===== config.mk =====
export PLATFORM = sky130hd
export DESIGN_NAME = aux_tsnap_unit
export DESIGN_NICKNAME = d
export VERILOG_FILES = /design/src/rtl/tsnap_pkg.sv /design/src/rtl/tsnap_trig_detect.sv /design/src/rtl/tsnap_fifo.sv /design/src/rtl/aux_tsnap_unit.sv
export SDC_FILE = /design/constraint.sdc
export NUM_CORES = 1
export LEC_CHECK = 0
export ABC_CLOCK_PERIOD_IN_PS = 6500
export BUFFER_PORTS_ARGS = -buffer_cell sky130_fd_sc_hd__buf_2
export CAP_MARGIN = 20
export CORE_AREA = 2 2 272 274
export DETAILED_ROUTE_END_ITERATION = 7
export DIE_AREA = 0 0 274 276
export PLACE_DENSITY = 0.77
export SETUP_SLACK_MARGIN = 0.15
export SLEW_MARGIN = 20
export SYNTH_ARGS = -nofsm -noshare
export SYNTH_HDL_FRONTEND = slang
export SYNTH_SLANG_ARGS = --single-unit

===== constraint.sdc =====
create_clock -name clk -period 6.5 [get_ports clk]
set_input_delay 1.3 -clock clk [delete_from_list [all_inputs] [get_ports clk]]
set_output_delay 1.3 -clock clk [all_outputs]
set_load 0.05 [all_outputs]

===== src/rtl/tsnap_pkg.sv =====
package tsnap_pkg;
  localparam int SEC_W = 32;
  localparam int NS_W  = 30;
  localparam logic [NS_W-1:0] NS_MAX = 30'd999_999_999;

  localparam logic [11:0] ADDR_CTRL = 12'h040;
  localparam logic [11:0] ADDR_NS   = 12'h048;
  localparam logic [11:0] ADDR_SEC  = 12'h04C;
  localparam logic [11:0] ADDR_INT  = 12'h0B0;
  localparam logic [11:0] ADDR_FEAT = 12'h124;
  localparam logic [11:0] ADDR_STAT = 12'hB20;

  localparam int CTRL_FLUSH_BIT = 0;
  localparam int CTRL_EN_LSB    = 4;
  localparam int STAT_EVT_BIT   = 2;
  localparam int STAT_OVF_BIT   = 3;
  localparam int STAT_CNT_LSB   = 25;
  localparam int INT_TS_BIT     = 12;
  localparam int FEAT_NIN_LSB   = 28;

  typedef struct packed {
    logic [SEC_W-1:0] sec;
    logic [NS_W-1:0]  ns;
  } tstamp_t;
endpackage


===== src/rtl/tsnap_trig_detect.sv =====
module tsnap_trig_detect #(
  parameter int N_IN = 4
) (
  input  logic            clk,
  input  logic            rst_n,
  input  logic [N_IN-1:0] trig_in,
  input  logic [N_IN-1:0] en,
  input  logic            flush,
  output logic [N_IN-1:0] grant,
  output logic            fire
);
  logic [N_IN-1:0] s1_q, s2_q, s3_q, pend_q;
  logic [N_IN-1:0] rise, req, pend_d;

  always_comb begin
    rise   = s2_q & ~s3_q;
    req    = pend_q | (rise & en);
    grant  = req & (~req + 1'b1);
    fire   = |req;
    pend_d = flush ? '0 : (req & ~grant);
  end

  always_ff @(posedge clk or negedge rst_n) begin
    if (!rst_n) begin
      s1_q   <= '0;
      s2_q   <= '0;
      s3_q   <= '0;
      pend_q <= '0;
    end else begin
      s1_q   <= trig_in;
      s2_q   <= s1_q;
      s3_q   <= s2_q;
      pend_q <= pend_d;
    end
  end

  a_r5_one_grant: assert property (@(posedge clk) disable iff (!rst_n)
    $onehot0(grant));
  a_r5_pending_served: assert property (@(posedge clk) disable iff (!rst_n)
    (pend_q != '0) |-> fire);
endmodule


===== src/rtl/tsnap_fifo.sv =====
module tsnap_fifo #(
  parameter int DEPTH = 16,
  parameter int W     = 62,
  localparam int AW   = $clog2(DEPTH),
  localparam int CW   = $clog2(DEPTH + 1)
) (
  input  logic          clk,
  input  logic          rst_n,
  input  logic          clr,
  input  logic          push,
  input  logic          pop,
  input  logic [W-1:0]  din,
  output logic [W-1:0]  dout,
  output logic [CW-1:0] count,
  output logic          full,
  output logic          empty
);
  logic [W-1:0]  mem [DEPTH];
  logic [AW-1:0] wr_q, rd_q, wr_d, rd_d;
  logic [CW-1:0] cnt_q, cnt_d;
  logic          do_push, do_pop;

  always_comb begin
    full    = (cnt_q == CW'(DEPTH));
    empty   = (cnt_q == '0);
    do_push = push & ~full & ~clr;
    do_pop  = pop & ~empty & ~clr;
    wr_d    = wr_q;
    rd_d    = rd_q;
    cnt_d   = cnt_q;
    if (clr) begin
      wr_d  = '0;
      rd_d  = '0;
      cnt_d = '0;
    end else begin
      if (do_push) wr_d = (wr_q == AW'(DEPTH - 1)) ? '0 : wr_q + 1'b1;
      if (do_pop)  rd_d = (rd_q == AW'(DEPTH - 1)) ? '0 : rd_q + 1'b1;
      cnt_d = cnt_q + CW'(do_push) - CW'(do_pop);
    end
    dout  = mem[rd_q];
    count = cnt_q;
  end

  always_ff @(posedge clk or negedge rst_n) begin
    if (!rst_n) begin
      wr_q  <= '0;
      rd_q  <= '0;
      cnt_q <= '0;
    end else begin
      wr_q  <= wr_d;
      rd_q  <= rd_d;
      cnt_q <= cnt_d;
    end
  end

  always_ff @(posedge clk) begin
    if (do_push) mem[wr_q] <= din;
  end

  a_r6_count_bound: assert property (@(posedge clk) disable iff (!rst_n)
    cnt_q <= CW'(DEPTH));
  a_r6_full_holds: assert property (@(posedge clk) disable iff (!rst_n)
    (full && !pop && !clr) |=> full);
  a_r7_clear_empties: assert property (@(posedge clk) disable iff (!rst_n)
    clr |=> empty);
  a_r4_pop_shrinks: assert property (@(posedge clk) disable iff (!rst_n)
    (do_pop && !push) |=> (cnt_q == $past(cnt_q) - 1'b1));
endmodule


===== src/rtl/aux_tsnap_unit.sv =====
module aux_tsnap_unit
  import tsnap_pkg::*;
#(
  parameter int N_IN  = 4,
  parameter int DEPTH = 16
) (
  input  logic             clk,
  input  logic             rst_n,
  input  logic [N_IN-1:0]  trig_in,
  input  logic [SEC_W-1:0] time_sec,
  input  logic [NS_W-1:0]  time_ns,
  input  logic             bus_sel,
  input  logic             bus_we,
  input  logic [11:0]      bus_addr,
  input  logic [31:0]      bus_wdata,
  output logic [31:0]      bus_rdata,
  output logic             irq
);
  localparam int CW = $clog2(DEPTH + 1);

  logic [N_IN-1:0] en_q, en_d, grant;
  logic            flush_q, flush_d, evt_q, evt_d, ovf_q, ovf_d, irq_q, irq_d;
  logic            fire, push, cap_ok, cap_drop, full, empty;
  logic            wr_ctrl, rd_stat, rd_sec, rd_ns;
  logic [CW-1:0]   cnt;
  tstamp_t         head, now_ts;
  logic [31:0]     rd_mux;
  logic            unused_bus;

  assign unused_bus = ^{bus_wdata, grant};

  tsnap_trig_detect #(.N_IN(N_IN)) u_detect (
    .clk(clk), .rst_n(rst_n), .trig_in(trig_in), .en(en_q),
    .flush(flush_q), .grant(grant), .fire(fire)
  );

  always_comb begin
    now_ts.sec = time_sec;
    now_ts.ns  = time_ns;
    push       = fire & ~flush_q;
    cap_ok     = push & ~full;
    cap_drop   = push & full;
    wr_ctrl    = bus_sel & bus_we & (bus_addr == ADDR_CTRL);
    rd_stat    = bus_sel & ~bus_we & (bus_addr == ADDR_STAT);
    rd_sec     = bus_sel & ~bus_we & (bus_addr == ADDR_SEC);
    rd_ns      = bus_sel & ~bus_we & (bus_addr == ADDR_NS);
  end

  tsnap_fifo #(.DEPTH(DEPTH), .W($bits(tstamp_t))) u_fifo (
    .clk(clk), .rst_n(rst_n), .clr(flush_q), .push(push), .pop(rd_sec),
    .din(now_ts), .dout(head), .count(cnt), .full(full), .empty(empty)
  );

  always_comb begin
    en_d    = en_q;
    flush_d = 1'b0;
    evt_d   = evt_q;
    ovf_d   = ovf_q;
    irq_d   = irq_q;
    if (wr_ctrl) begin
      en_d    = bus_wdata[CTRL_EN_LSB +: N_IN];
      flush_d = bus_wdata[CTRL_FLUSH_BIT];
    end
    if (rd_stat) begin
      evt_d = 1'b0;
      ovf_d = 1'b0;
      irq_d = 1'b0;
    end
    if (cap_ok) begin
      evt_d = 1'b1;
      irq_d = 1'b1;
    end
    if (cap_drop) ovf_d = 1'b1;
  end

  always_ff @(posedge clk or negedge rst_n) begin
    if (!rst_n) begin
      en_q    <= '0;
      flush_q <= 1'b0;
      evt_q   <= 1'b0;
      ovf_q   <= 1'b0;
      irq_q   <= 1'b0;
    end else begin
      en_q    <= en_d;
      flush_q <= flush_d;
      evt_q   <= evt_d;
      ovf_q   <= ovf_d;
      irq_q   <= irq_d;
    end
  end

  always_comb begin
    rd_mux = '0;
    case (bus_addr)
      ADDR_CTRL: begin
        rd_mux[CTRL_EN_LSB +: N_IN] = en_q;
        rd_mux[CTRL_FLUSH_BIT]      = flush_q;
      end
      ADDR_NS:   if (!empty) rd_mux[NS_W-1:0] = head.ns;
      ADDR_SEC:  if (!empty) rd_mux[SEC_W-1:0] = head.sec;
      ADDR_STAT: begin
        rd_mux[STAT_CNT_LSB +: 5] = 5'(cnt);
        rd_mux[STAT_OVF_BIT]      = ovf_q;
        rd_mux[STAT_EVT_BIT]      = evt_q;
      end
      ADDR_INT:  rd_mux[INT_TS_BIT] = irq_q;
      ADDR_FEAT: rd_mux[FEAT_NIN_LSB +: 3] = 3'(N_IN);
      default:   rd_mux = '0;
    endcase
    bus_rdata = (bus_sel && !bus_we) ? rd_mux : '0;
    irq       = irq_q;
  end

  a_r9_irq_on_capture: assert property (@(posedge clk) disable iff (!rst_n)
    cap_ok |=> (irq && evt_q));
  a_r8_read_clears: assert property (@(posedge clk) disable iff (!rst_n)
    (rd_stat && !push) |=> (!irq && !evt_q && !ovf_q));
  a_r6_drop_flags: assert property (@(posedge clk) disable iff (!rst_n)
    cap_drop |=> ovf_q);
  a_r11_ns_in_range: assert property (@(posedge clk) disable iff (!rst_n)
    rd_ns |-> (bus_rdata <= 32'(NS_MAX)));
  a_r7_flush_pulse: assert property (@(posedge clk) disable iff (!rst_n)
    flush_q |=> (cnt == '0));
endmodule


=== After elaboration in Yosys (flattened, before gate mapping) ===
Memories as Yosys holds them, arrays and structs flattened.
Cells that the tools add are included.
W data, S select, Z words.

* Bits in writable memories: 992
* Output and inout bits: 33
* Bits of input ports: 114
* Memories kept: 1
* Register bits: 36
* Logic and storage cells: 85

* Add/subtract/negate cells: 5
* Reduce and logical (&&, ||, !) cells: 8
* Equality and inequality tests: 9
* Mux-type cells: 28
* Bitwise gates (word level): 23

{| class="wikitable"
|+ Memory list
! memory !! depth !! width !! read ports !! clocked after Yosys merged registers in !! write ports !! RTL line !! source
|-
| u_fifo.mem || 16 || 62 || 1 || 0 || 1 || tsnap_fifo.sv:18 || <nowiki>logic [W-1:0] mem [DEPTH];</nowiki>
|}

{| class="wikitable"
|+ Operators by type and width
! kind !! count
|-
| $mux W32 || 2
|-
| $eq A12 B7 Y1 const B || 3
|-
| $mux W30 || 1
|-
| $mux W4 || 7
|-
| $pmux W12 S2 || 1
|-
| $and A4 B4 Y4 || 4
|-
| $add A4 B1 Y4 const B || 3
|-
| $eq A12 B12 Y1 const B || 1
|-
| $eq A12 B8 Y1 const B || 1
|-
| $eq A12 B9 Y1 const B || 1
|-
| $not A4 Y4 || 3
|-
| $pmux W2 S3 || 2
|-
| $pmux W4 S3 || 1
|-
| $and A1 B1 Y1 || 11
|-
| $pmux W3 S3 || 1
|-
| $eq A4 B4 Y1 const B || 2
|-
| $pmux W4 S2 || 1
|-
| $reduce_bool A2 Y1 || 4
|-
| $mux W1 || 7
|-
| $pmux W1 S3 || 2
|-
| $add A5 B1 Y5 || 1
|-
| $eq A5 B5 Y1 const B || 1
|-
| $logic_not A5 Y1 || 1
|-
| $mux W5 || 1
|-
| 7 further kinds || 11
|}

=== Logic depth before layout (Yosys ltp) ===
Gate-level depths: netlist of the first run.

* Word-level depth: 11
* Gate-level depth with buffers: 18
* Depth with buffers taken out: 16

=== Cells and area by module ===
From an unflattened synthesis of the first run, not the netlist that was laid out.

* Cell total of the unflattened synthesis: 2047
* Area total of the unflattened synthesis: 40679.0 um2

{| class="wikitable"
|+ Modules (own cells, without submodules)
! module !! instances !! cells an instance !! area each (um2) !! seq. area each (um2)
|-
| tsnap_fifo || 1 || 1889 || 39019.9 || 30113.9
|-
| aux_tsnap_unit || 1 || 126 || 1167.4 || 175.2
|-
| tsnap_trig_detect || 1 || 32 || 491.7 || 375.4
|}

=== Worst setup path before layout of the first run ===
No wires, ideal clock.

* Path type: register -> register
* Start: register u_fifo.cnt_q[2], in the netlist u_fifo.count[2]
* End: memory u_fifo.mem[12][0], enable pin
* Buffers on the path: 1
* Setup time: 558 ps
* Slack: 69 ps
* Arrival time: 5872 ps
* Data required time: 5942 ps
* Period minus slack after synthesis: 6431 ps
* Stages on the path, launching flop included: 9
* Cells stage by stage: dfrtp_1 > inv_1 > ha_1 > nor4bb_1 > or2_2 > a41oi_1 > clkbuf_1 > nand2_1 > nor3_1

* Longest elaborated chain between the ends: 6

{| class="wikitable"
|+ RTL lines
! what !! RTL line !! source
|-
| start, declared || tsnap_fifo.sv:20 || <nowiki>logic [CW-1:0] cnt_q, cnt_d;</nowiki>
|-
| start signal, assigned || tsnap_fifo.sv:52 || <nowiki>cnt_q <= cnt_d;</nowiki>
|-
| $eq A5 B5 Y1 || tsnap_fifo.sv:24 || <nowiki>full = (cnt_q == CW'(DEPTH));</nowiki>
|-
| $not A1 Y1 || tsnap_fifo.sv:26 || <nowiki>do_push = push & ~full & ~clr;</nowiki>
|-
| $and A1 B1 Y1 (2 in series) || tsnap_fifo.sv:26 ||
|-
| $mux W1 || tsnap_fifo.sv:57 || <nowiki>if (do_push) mem[wr_q] <= din;</nowiki>
|-
| $mux W1 (not written as such) || tsnap_fifo.sv:57 ||
|-
| end, declared || tsnap_fifo.sv:18 ||
|}

Every way passes these cells.

=== Final worst setup path of the first run ===
* Start: register u_fifo.rd_q[1]
* End: output bus_rdata[25]

* Longest elaborated chain between the ends: 4
* Elaborated cells between the ends (all ways): 5
* Those cells by class: 4 x mux; 1 x memory

{| class="wikitable"
|+ RTL lines
! what !! RTL line !! source
|-
| start, declared || tsnap_fifo.sv:19 || <nowiki>logic [AW-1:0] wr_q, rd_q, wr_d, rd_d;</nowiki>
|-
| start signal, assigned || tsnap_fifo.sv:51 || <nowiki>rd_q <= rd_d;</nowiki>
|-
| $mem_v2 Z16 W62 (*) || n/a ||
|-
| $mux W32 or $mux W30 (tied branches) || aux_tsnap_unit.sv:100, aux_tsnap_unit.sv:99 ||
|-
| $pmux W3 S3 (*) || aux_tsnap_unit.sv:94 || <nowiki>case (bus_addr)</nowiki>
|-
| $mux W32 (*) || aux_tsnap_unit.sv:110 || <nowiki>bus_rdata = (bus_sel && !bus_we) ? rd_mux : '0;</nowiki>
|-
| end, declared || aux_tsnap_unit.sv:16 || <nowiki>output logic [31:0] bus_rdata,</nowiki>
|}

Mark *: on every way between the ends. The rest lies on a longest branch, timed or not.

==> metrics.md, run 1 <==
| Metric | Value |
|---|---|
| Status | `finished, final reports clean` |
| CTS tree | `done` |
| Clk_lat worst skew | `660 ps` |
| Max Cap Viol | `0` |
| Worst Reg-to-Reg Cells | `16` |
| Arrival @ worst endpoint | `4020 ps` |
| CP Cell Sequence | `buf_12, mux4_2, mux4_2, nand2_1, o311ai_0, buf_2` |
| Top cell by count, worst path | `mux4_2` |
| Fin util | `61.6%` |
| Clk root buf | `clkbuf_16` |
| Setup_tns | `0 ps` |
| Clock network power share | `43.5%` |
| Fmax | `188 MHz` |
| Reg2Reg Setup Slack | `2560 ps` |
| Synth area leader | `edfxtp_1` |
| Net Sw Frac | `19.3%` |
| Most instantiated library cell after synthesis | `edfxtp_1` |
| Synth top area cells | `edfxtp_1 (75%), mux4_2 (14%), dfrtp_1 (2.2%)` |
| Gp weighted congestion | `0.789` |
| Routed WL | `91,500 um` |
| Tmin final | `5320 ps` |
| Static Leakage | `14.0 nW` |
| Slowest-stage cell, CP | `dfrtp_4` |
| Mean Syn Cell Area | `22.5 um2` |
| Worst R2R End | `u_fifo.count[4]$_DFF_PN0_` |
| Crit Reg-Reg Startpoint | `u_fifo.count[2]$_DFF_PN0_` |
| RSZ-0062 raised after global routing | `false` |
| CTS-repair resized insts | `0` |
| Final setup fails | `0` |
| Relative slew slack | `24.4%` |
| CTS clk-pin slew, worst paths | `60 ps` |
| EDFF count, synth | `992` |
| Setup Fix Bufs, Post-CTS | `0` |
| Clock skew | `33.0 ps` |
| Core ar. | `72,600 um2` |
| Detailed Place HPWL | `46,000 um` |
| Largest net degree at the start of global routing | `125` |
| Hold depth | `0` |
| Initial Util | `54.5%` |
| Combinational share of power | `1.6%` |
| Initial DRC Count | `2,691` |
| Power Dens Cells | `297 nW/um2` |
| H-tree levels | `3` |
| Mapped cell area | `39,500 um2` |
| Crit start category | `flip-flop` |
| I/O Buffers | `119` |
| Top post-synthesis cells by count | `edfxtp_1 (992), mux4_2 (246), mux2i_1 (71)` |
| Slew at the pin with the worst max-slew slack | `1120 ps` |
| Hold Violations, Final | `0` |
| P_int | `0.0107 W` |
| Critical Path RT | `5200 ps` |
| Residual DRC count | `0` |
| Die H | `276 um` |
| Primary FF master, synth | `edfxtp_1` |
| Clk buf depth | `3` |
| CTS Buf Count | `99` |
| Tot GR Track Use | `24.5%` |
| Switching pwr | `0.00256 W` |
| Register bit total from synthesis | `1,027` |
| Sequential fraction of design power | `54.9%` |
| CP Class | `reg2out` |
| Vias per inst | `6.51` |
| Seq/Total Area, Yosys | `77.5%` |
| Final Slew Violations | `0` |
| IO Pins | `147` |
| Yosys top cell area share | `75.3%` |
| Crit share post-route | `81.9%` |
| Global-route wire length before repair | `133,000 um` |
| Post-synthesis cell count | `1,761` |
| FP Rows | `99` |
| CP max FO | `124` |
| Critical Path Sink Type | `output port` |
| Die span in x | `274 um` |
| Number of global-route vias before repair | `19.9k` |
| Initial DRT Pass Iterations | `8` |
| Hold WS | `349 ps` |
| Hold Buf Count CTS | `0` |
| IR drop worst, VDD | `274 uV` |
| Initial antenna violation count | `12` |
| Routed wire per std cell | `30.7 um` |
| Async SR Flop Fraction | `3.41%` |
| Area Growth Syn to Fin | `13.0%` |
| CP max stage delay | `940 ps` |
| Syn nets | `1,887` |
| Grt ovf | `0` |
| Clock sinks | `1,027` |
| Antenna-violating nets left | `0` |
| Fraction of layout cells with a size suffix above 1 | `28.9%` |
| Number of library cell types mapped by synthesis | `56` |
| Final Cell Area | `44,700 um2` |
| HP Start | `u_detect.s1_q[2]$_DFF_PN0_` |
| Hold Path End | `u_detect.s2_q[2]$_DFF_PN0_` |
| Final net count | `2,059` |
| Warnings from Yosys | `0` |
| Die area | `75,600 um2` |
| Via Count | `19.4k` |
| Post-Place Cell Area | `41,400 um2` |
| HP Class | `reg2reg` |
[registers in the layout (all words and copies together) (netlist names)]
register	count
u_fifo.mem	992
u_fifo.count	5
en_q	4
u_detect.s1_q	4
u_detect.s2_q	4
u_detect.s3_q	4
u_fifo.rd_q	4
u_fifo.wr_q	4
u_detect.pend_q	3
flush_q	1
irq	1
ovf_q	1
[kinds of logic (layout without fill, tap and decap cells)]
| kind of cell | after synthesis | after routing | synth area share, % |
|---|---|---|---|
| xor+xnor | 5 | 5 | 0.111 |
| fa+ha+maj | 12 | 12 | 0.399 |
| buf+inv | 116 | 369 | 1.54 |
| mux | 321 | 321 | 15.9 |
| other cells | 0 | 5 | 0 |
| flops | 1027 | 1027 | 77.5 |
| compound gates | 151 | 151 | 2.91 |
| simple gates | 129 | 129 | 1.58 |
[critical path, delay by kind of cell, from the launching register on]
family / cells / cell delay (ps)
AOI/OAI and AO/OA: 1 / 240
and+or+nand+nor: 1 / 210
muxes: 2 / 910
buffers and inverters: 2 / 930
DFF: 1 / 940
[layout by cell type (no fill, tap or decap), drive strengths merged, types with 5 or more instances in the layout]
master | Yosys | final
o21ai | 13 | 13
nor2 | 26 | 26
a21o | 12 | 12
o21a | 7 | 7
nand3 | 14 | 14
bufinv | 0 | 11
ha | 11 | 11
a22oi | 9 | 9
a222oi | 9 | 9
clkbuf | 32 | 129
o221ai | 5 | 5
nand2 | 47 | 47
dfrtp | 35 | 35
a22o | 14 | 14
a21oi | 20 | 20
edfxtp | 992 | 992
diode | 0 | 5
buf | 60 | 163
a31oi | 5 | 5
nand4 | 5 | 5
mux2i | 71 | 71
nor3 | 9 | 9
mux4 | 246 | 246
a221oi | 36 | 36
and2 | 7 | 7
clkinv | 2 | 39
nor2b | 5 | 5
inv | 22 | 27
[power by group through the flow]
stage	combinational (W)	sequential (W)	clock, W
floorplan	0.0000803	0.00742	0
global placement	0.000184	0.00742	0
detailed placement	0.000201	0.00742	0
CTS	0.000205	0.00728	0.00585
global route	0.000232	0.00728	0.00609
finish	0.000209	0.00729	0.00578
[metal layers]
metal  up-vias  GRT usage [%]  wire (um)
met3       183           5.23       9010
met1     10100           33.3      33900
met5         -              0         87
li1       7834              -          -
met4        14           8.50       2690
met2      1255           39.8      45900
[worst max path at each step]
stage | start | endpoint | slack [ps] | depth (start not counted)
final | u_fifo.rd_q[1]$_DFFE_PN0P_ | bus_rdata[25] | 1180 | 6
after global routing | u_fifo.rd_q[1]$_DFFE_PN0P_ | bus_rdata[25] | 1030 | 6
after CTS | u_fifo.rd_q[1]$_DFFE_PN0P_ | bus_rdata[25] | 1150 | 6
after detailed placement | bus_addr[8] | bus_rdata[2] | 1550 | 7
after global placement | bus_addr[8] | bus_rdata[2] | 1540 | 7
after floorplan | u_fifo.count[2]$_DFF_PN0_ | u_fifo.mem[12][0]$_DFFE_PP_ | 70 | 8
[through the flow]
step                      power, W  setup slack [ps]  std cells
after floorplan            0.00750              69.2       1761
after global placement     0.00761              1540       2791
after detailed placement   0.00762              1550       2791
after CTS                   0.0133              1150       2973
after global routing        0.0136              1030       2977
final                       0.0133              1180       2978
[cell type report]
cell class	instances	area, um2
well taps	959	1200
fillers	4820	27900
repair buffers	163	1060
multi-input cells	618	8370
clock buffers	129	2710
diodes	5	12.5
clock inverters	53	573
inverters	24	91.3
flip-flops and latches	1027	30700
(Power assumes the default switching activity.)
==> run 2: changes to the inputs <==
--- a/config.mk
+++ b/config.mk
@@ -5,7 +5,7 @@
 export SDC_FILE = /design/constraint.sdc
 export NUM_CORES = 1
 export LEC_CHECK = 0
-export ABC_CLOCK_PERIOD_IN_PS = 6500
+export ABC_CLOCK_PERIOD_IN_PS = 4700
 export BUFFER_PORTS_ARGS = -buffer_cell sky130_fd_sc_hd__buf_2
 export CAP_MARGIN = 20
 export CORE_AREA = 2 2 272 274
==> constraint.sdc (replaced) <==
create_clock -name clk -period 4.7 [get_ports clk]
set_input_delay 0.94 -clock clk [delete_from_list [all_inputs] [get_ports clk]]
set_output_delay 0.94 -clock clk [all_outputs]
set_load 0.05 [all_outputs]
==> run 2 against run 1 <==
- setup slack worse by 990 ps
- die area unchanged
- critical path depth unchanged
- non-clock buffer count up 14
- cell count up 0.20%
- clock skew down 12 ps
- global-route usage down 0.39 points
- first-iteration DRC count up 1.7%
- largest power group unchanged
==> metrics.md, run 2 (synthesized netlist as in run 1, its figures left out) <==
| Metric | Value |
|---|---|
| Status | `finished, final reports clean` |
| Hold Buf Count CTS | `0` |
| Clock sinks | `1,027` |
| Crit start category | `flip-flop` |
| Crit share post-route | `96.0%` |
| Critical Path Sink Type | `output port` |
| CP max FO | `23` |
| Initial Util | `54.5%` |
| Post-Place Cell Area | `41,600 um2` |
| CP top delay family | `buffers and inverters` |
| Top cell by count, worst path | `buf_4` |
| Tmin final | `4510 ps` |
| Slowest-stage cell, CP | `o311ai_0` |
| Residual DRC count | `0` |
| FP Rows | `99` |
| Most flops, register | `u_fifo.mem` |
| Final net count | `2,072` |
| CTS Buf Count | `98` |
| Number of global-route vias before repair | `20.0k` |
| Largest net degree at the start of global routing | `69` |
| Max Cap Viol | `0` |
| Final Slew Violations | `0` |
| HP Class | `reg2reg` |
| Relative slew slack | `33.7%` |
| Power Dens Cells | `406 nW/um2` |
| Area of the multi-input gates | `8370 um2` |
| CP Class | `reg2out` |
| Die area | `75,600 um2` |
| Hold Violations, Final | `0` |
| Via Count | `19.5k` |
| Critical Path RT | `3760 ps` |
| Detailed Place HPWL | `45,900 um` |
| Die H | `276 um` |
| Antenna-violating nets left | `0` |
| H-tree levels | `3` |
| Final setup fails | `0` |
| Tot GR Track Use | `24.1%` |
| Clk_lat worst skew | `660 ps` |
| Clk buf depth | `3` |
| RSZ-0062 raised after global routing | `true` |
| Area Growth Syn to Fin | `13.4%` |
| Die span in x | `274 um` |
| Clock skew | `21.0 ps` |
| Filler cells | `4,802` |
| Fmax | `222 MHz` |
| CTS clk-pin slew, worst paths | `60 ps` |
| Most frequent cells in the layout | `edfxtp_1 (992), mux4_2 (246), buf_2 (119)` |
| Vias per inst | `6.54` |
| Arrival @ worst endpoint | `3570 ps` |
| Fraction of layout cells with a size suffix above 1 | `29.0%` |
| Routed WL | `90,800 um` |
| Final Cell Area | `44,900 um2` |
| Total power | `0.0182 W` |
| CP Cell Sequence | `buf_4, clkinv_1, buf_4, mux2i_1, o311ai_0, buf_2` |
| Initial DRC Count | `2,738` |
| Initial antenna violation count | `8` |
| Clk root buf | `clkbuf_16` |
| Global-route wire length before repair | `132,000 um` |
| Commonest non-fill, non-tap cell in the layout | `edfxtp_1` |
| CP Buf/Inv Count | `4` |
| I/O Buffers | `119` |
| CP max stage delay | `730 ps` |
| Routed wire per std cell | `30.4 um` |
| Grt ovf | `0` |
| IO Pins | `147` |
| CTS tree | `done` |
| Slew at the pin with the worst max-slew slack | `995 ps` |
| Initial DRT Pass Iterations | `6` |
| Largest register FFs | `992` |
| Static Leakage | `14.0 nW` |
| Core ar. | `72,600 um2` |
| Gp weighted congestion | `0.895` |
| IR drop worst, VDD | `363 uV` |
| FF+latch area | `30,700 um2` |
==> run 2: report_power, final <==
part	switching (W)	leakage, nW	total (W)	internal [W]
Sequential	0.0000218	9.35	0.0101	0.0101
Combinational	0.000195	3.13	0.000287	0.0000925
Clock	0.00328	1.56	0.00784	0.00456
Total	0.00349	14.0	0.0182	0.0147
==> run 2: final cells by class <==
type	count	share of cell area (%)
Antenna cell	2	0.0112
Clock buffer	122	5.76
Clock inverter	55	1.34
Inverter	24	0.204
Multi-Input combinational cell	618	18.7
Sequential cell	1027	68.4
Tap cell	959	2.67
Timing Repair Buffer	177	2.96
==> run 2: worst paths after layout <==
path | startpoint | end | slack, ps | cells after the start
max | u_fifo.rd_q[2]$_DFFE_PN0P_ | bus_rdata[27] | 190 | 6
min | u_detect.s1_q[0]$_DFF_PN0_ | u_detect.s2_q[0]$_DFF_PN0_ | 350 | 0
max reg2reg | u_fifo.count[3]$_DFF_PN0_ | u_fifo.count[4]$_DFF_PN0_ | 1270 | 16
min reg2reg | u_detect.s1_q[0]$_DFF_PN0_ | u_detect.s2_q[0]$_DFF_PN0_ | 350 | 0
max in group asynchronous | rst_n | u_fifo.rd_q[0]$_DFFE_PN0P_ | 3740 | 1
min in group asynchronous | rst_n | u_detect.s1_q[0]$_DFF_PN0_ | 370 | 1
==> run 2: stage by stage <==
step           std cells  setup WS (ps)  hold slack [ps]  utilization [%]  TNS, ps
5_1_grt             2983            144              364             61.8        0
3_5_place_dp        2800            629              339             57.3        0
4_1_cts             2978            170              352             61.7        0
3_3_place_gp        2800            639              337             57.3        0
2_1_floorplan       1761          -1730              331                -  -448610
6_report            2984            190              350             61.8        0
==> run 2: metal layers <==
layer / part of all wire (%) / global-route usage, %
met5: 0.057 / 0
met4: 2.4 / 6.47
met3: 9.0 / 4.75
met2: 51 / 40.1
met1: 38 / 33.0
==> run 2: timing repair <==
action	in CTS	in global routing
setup buffers	1	4
gates resized for setup	0	1
endpoints found under the setup margin	9	5
hold endpoints to repair	0	0
